$ cat src/rtl/wdt_prescaled.sv
module wdt_prescaled #(
  parameter int CNT_W  = 15,
  parameter int DIV_LO = 16,
  parameter int DIV_HI = 128
) (
  input  logic             clk,
  input  logic             rst,
  input  logic             hold,
  input  logic             start_wr,
  input  logic             div_sel,
  output logic             irq,
  output logic [CNT_W-1:0] count,
  output logic             running
);
  localparam int PRE_W = $clog2(DIV_HI);
  localparam logic [PRE_W-1:0] MASK_LO = PRE_W'(DIV_LO - 1);
  localparam logic [PRE_W-1:0] MASK_HI = PRE_W'(DIV_HI - 1);
  localparam logic [CNT_W-1:0] CNT_MAX = {CNT_W{1'b1}};

  logic [PRE_W-1:0] pre;
  logic [PRE_W-1:0] mask;
  logic             advance;
  logic             tick;

  assign mask    = div_sel ? MASK_HI : MASK_LO;
  assign advance = running && !hold;
  assign tick    = advance && ((pre & mask) == mask);
  assign irq     = tick && (count == '0) && !start_wr;

  always_ff @(posedge clk) begin
    if (rst) begin
      pre     <= '0;
      count   <= CNT_MAX;
      running <= 1'b0;
    end else begin
      if (advance) pre <= pre + 1'b1;
      if (start_wr) begin
        running <= 1'b1;
        count   <= CNT_MAX;
      end else if (tick) begin
        count <= (count == '0) ? CNT_MAX : count - 1'b1;
      end
    end
  end
endmodule


$ cat config.mk
export PLATFORM = sky130hd
export DESIGN_NAME = wdt_prescaled
export DESIGN_NICKNAME = d
export VERILOG_FILES = /design/src/rtl/wdt_prescaled.sv
export SDC_FILE = /design/constraint.sdc
export NUM_CORES = 1
export LEC_CHECK = 0
export BUFFER_PORTS_ARGS = -buffer_cell sky130_fd_sc_hd__buf_2
export CELL_PAD_IN_SITES_DETAIL_PLACEMENT = 2
export CELL_PAD_IN_SITES_GLOBAL_PLACEMENT = 2
export CORE_MARGIN = 2
export CORE_UTILIZATION = 30
export CTS_CLUSTER_SIZE = 25
export DETAILED_ROUTE_END_ITERATION = 10
export PLACE_DENSITY = 0.71
export SLEW_MARGIN = 20
export SYNTH_ARGS = -nofsm -noshare
export SYNTH_HDL_FRONTEND = slang
export SYNTH_SLANG_ARGS = --single-unit
export TNS_END_PERCENT = 5
$ cat constraint.sdc
create_clock -name clk -period 3.7 [get_ports clk]
set_input_delay 0.185 -clock clk [delete_from_list [all_inputs] [get_ports clk]]
set_output_delay 0.185 -clock clk [all_outputs]
set_load 0.05 [all_outputs]
# After elaboration in Yosys (flattened, before gate mapping)
# Cells that the tools add are included.
[totals]
latchBits = 0
mem_bits_ro = 0
input_bits = 5
mem_count = 0
output_inout_bits = 17
reg_bits = 23
wordCells = 17
ramBits = 0
[classes]
order_cmp = 0
n_mux = 2
mul = 0
n_bitwise = 1
n_reduce_logical = 8
shifts = 0
addsub = 2
eq_ne = 1
n_div = 0
[ops]
columns = ["cell", "count"]
rows = [
  ["$logic_not A15 Y1", 1],
  ["$mux W15", 1],
  ["$sub A15 B1 Y15 const B", 1],
  ["$add A7 B1 Y7 const B", 1],
  ["$and A7 B7 Y7", 1],
  ["$eq A7 B7 Y1", 1],
  ["$mux W7", 1],
  ["$logic_and A1 B1 Y1", 4],
  ["$logic_not A1 Y1", 2],
  ["$reduce_or A2 Y1", 1],
]

# Depth between registers and ports, before layout
[logic_depth]
word_depth = 6
mapped_depth = 6
depth_no_buf = 6

# Worst setup path before layout
# Ideal clock, no wire load.
[synth_path]
kind = "reg2out"
from = "register running"
to = "output port irq"
stages_incl_launch_ff = 5
n_path_buf = 0
setup_slack_ns = 1.041
t_required_ns = 3.515
arrival_ns = 2.474
path_cell_list = "dfxtp_1 > and4b_1 > o211ai_1 > or3_1 > nor3_1"
[synth_between]
elab_chain_len = 4
[synth_rtl]
columns = ["element", "line", "text"]
rows = [
  ["from (decl)", "13", "output logic running"],
  ["from (signal assigned)", "34", "running <= 1'b0;"],
  ["from (signal assigned)", "38", "running <= 1'b1;"],
  ["$logic_and A1 B1 Y1", "26", "assign advance = running && !hold;"],
  ["$logic_and A1 B1 Y1", "27", "assign tick = advance && ((pre & mask) == mask);"],
  ["$logic_and A1 B1 Y1 (2 in series)", "28", "assign irq = tick && (count == '0) && !start_wr;"],
  ["to (decl)", "11", "output logic irq,"],
]
# No other way between the ends.

# Worst setup path after layout
# Ends and elaborated chain as after synthesis.

==> out/results.ini <==
[outcome]
outcome = finished, final reports clean

[worst_setup_path]
r2r_setup_slack_ps = 1780
critPathBufInv = 2
reg2reg_to = count[6]
slowest_stage = or3_1
critPathMaxFanout = 29
start_kind = flop
critPathKind = reg2out
r2r_start = count[0]
critical-path-top-delay-family = simple AND/OR/NAND/NOR gates
cp.arrival_ps = 2140
critPathMaxStageDelay_ps = 390
worstPathCellList = and4b_1 -> o211ai_1 -> buf_4 -> or3_1 -> nor3_1 -> buf_2
required_ps = 3510
startpoint = running
rr_worst_depth = 6
worstSetupEndpointType = output port

[final_layout]
ff_latch_area_um2 = 460.4
areaGrowthSynthToFinish_pct = 16.29
final_nets = 159
drive_gt1_frac = 0.2067
multi_input_area_um2 = 659.4
mostFrequentLayoutCell = dfxtp_1
diodes = 0
num-fill-cells = 420
stdcell_count = 198
mostFrequentLayoutCells = dfxtp_1 (23), buf_2 (21), nor2_1 (12), nand3_1 (10), nand2_1 (7)
post-route-util = 0.3680

[route]
wl_mm = 3.230
wl_per_cell_um = 16.31
firstDrtPassIters = 4
vias_per_cell = 5.419
vias = 1073
drcViolationCount = 0
drt_iter0_drc = 38
ant_nets = 0

[global_route]
grt_use_met3 = 0.02555
grt_pass1_vias = 1112
grt_use_met2 = 0.2675
grt_util_met1 = 0.2119
grtUsageTotal = 0.1594
antenna_found_initial = 0
gr-total-overflow = 0
busiest_layer = met2
grt_start_max_net_pins = 30
grt_pass1_wl_mm = 5.416

[synthesis]
yosys_warnings = 0
yosys-top-cells-area = dfxtp_1 (39%), nand3_1 (4.3%), nor2_1 (3.9%)
yosysTopAreaCell = dfxtp_1
synth_top_flop_cell = dfxtp_1
async_flop_share = 0
synth_edf_count = 0
syn-num-nets = 137
synth_area_per_cell_um2 = 9.049
yosys.area.top_type_share = 0.3944
ys_ff_latch = 23
yosysUniqueCellTypes = 37
seq_area_frac_synth = 0.3944
syn_area_um2 = 1167
synthCells = 129

[cts]
hold_buffers = 0
numCtsBuffers = 3
cts.path.max_buffers = 2
cts_tree = done
cts-root-buf = clkbuf_8
clock-sinks = 23
cts_resized = 0
post_cts_buffers = 0
clock_latency_ps = 270
clkTransAtPathRegs_ps = 90
htreeDepth = 1

[sta]
rsz0062_at_grt = no
hold_viol = 0
worstMarginPinSlew_ps = 576.8
slew_viol_final = 0
fin_crit_sh = 0.6293
setup_viol = 0
slew-limit-headroom = 0.6141
max_freq_mhz = 429.5
min_period_ps = 2328
tns_ps = 0
skew_ps = 1.912

[floorplan]
core_area_um2 = 3689
die_h_um = 66.38
fp-row-count = 22
boundaryPins = 22
die-area_um2 = 4406
initial_core_util = 0.3165
fp.dieW_um = 66.38

[power]
p_leak_nw = 0.4746
power_mw = 0.4321
pwr_density_cell_nw_per_um2 = 318.3
ir_worst_vdd_mv = 0.1388

[min_path]
hold_start = start_wr
hold_path.class = in2reg
hold_path_end = running
hold_depth = 3

[flow_run]
cap_violations = 0

[place]
dp_hpwl_mm = 2.373
dpl.cell_count = 194
gp_congestion = 0.8351
io_buffers = 21

how the worst max path moves through the flow:
stage                     depth (start not counted)   to  slack [ps]
after floorplan                                   4  irq        1040
after CTS                                         6  irq        1360
final                                             6  irq        1370
after global placement                            6  irq        1750
after global routing                              6  irq        1250
after detailed placement                          6  irq        1680
metrics by stage:
step	setup WS [ps]	hold slack, ps	instance area [µm²]
2_1_floorplan	1041	300.8	1167
3_3_place_gp	1746	450.2	1311
3_5_place_dp	1675	461.2	1311
4_1_cts	1357	177.6	1358
5_1_grt	1251	186.1	1358
6_report	1372	174.7	1358
state kept, by name, indices dropped and copies added (netlist names):
register,count
count,15
pre,7
running,1
report_power, final:
part           leakage (nW)  internal (mW)  switching, mW
registers             0.186          0.249        0.00168
clock network        0.0255         0.0753         0.0887
logic                 0.263        0.00597         0.0112
total                 0.475          0.331          0.102
Yosys cell counts (4+ instances only):
cell	number
dfxtp_1	23
nor2_1	12
nand3_1	10
nand2_1	7
or3_1	6
inv_1	5
o21ai_0	5
or4_1	5
xor2_1	5
o211ai_1	4
o31ai_1	4
o41ai_1	4
worst reg2reg max path, cell delays in order (launching register included):
cell and delay (ps):
dfxtp_1 340, inv_1 140, ha_1 240, nor2b_1 270
nand4_1 280, o41a_4 490, nand3_1 100
kinds of logic (layout without fill, tap and decap cells):
group / count (synthesis) / after routing / share of synthesized area
DFF: 23 / 23 / 0.3944
adders and majority gates: 3 / 3 / 0.03216
AOI/OAI and AO/OA: 22 / 22 / 0.1490
buffers and inverters: 10 / 31 / 0.04073
muxes: 1 / 1 / 0.008575
and+or+nand+nor: 63 / 63 / 0.3226
xor gates and xnor gates: 7 / 7 / 0.05252
per-layer routing:
metal	share of wire	routed length, µm	vias to the layer above
li1	-	-	526
met1	0.49	1573	533
met2	0.49	1573	12
met3	0.020	65	2
met4	0.0056	18	0
met5	0	0	-
layout make-up:
type,count,share of cell area
flip-flops and latches,23,0.3392
multi-input cells,96,0.4857
repair buffers,22,0.08295
clock buffers,3,0.03041
well taps,48,0.04424
inverters,5,0.01382
clock inverters,1,0.003687
Power figures use the tool's default switching activity.
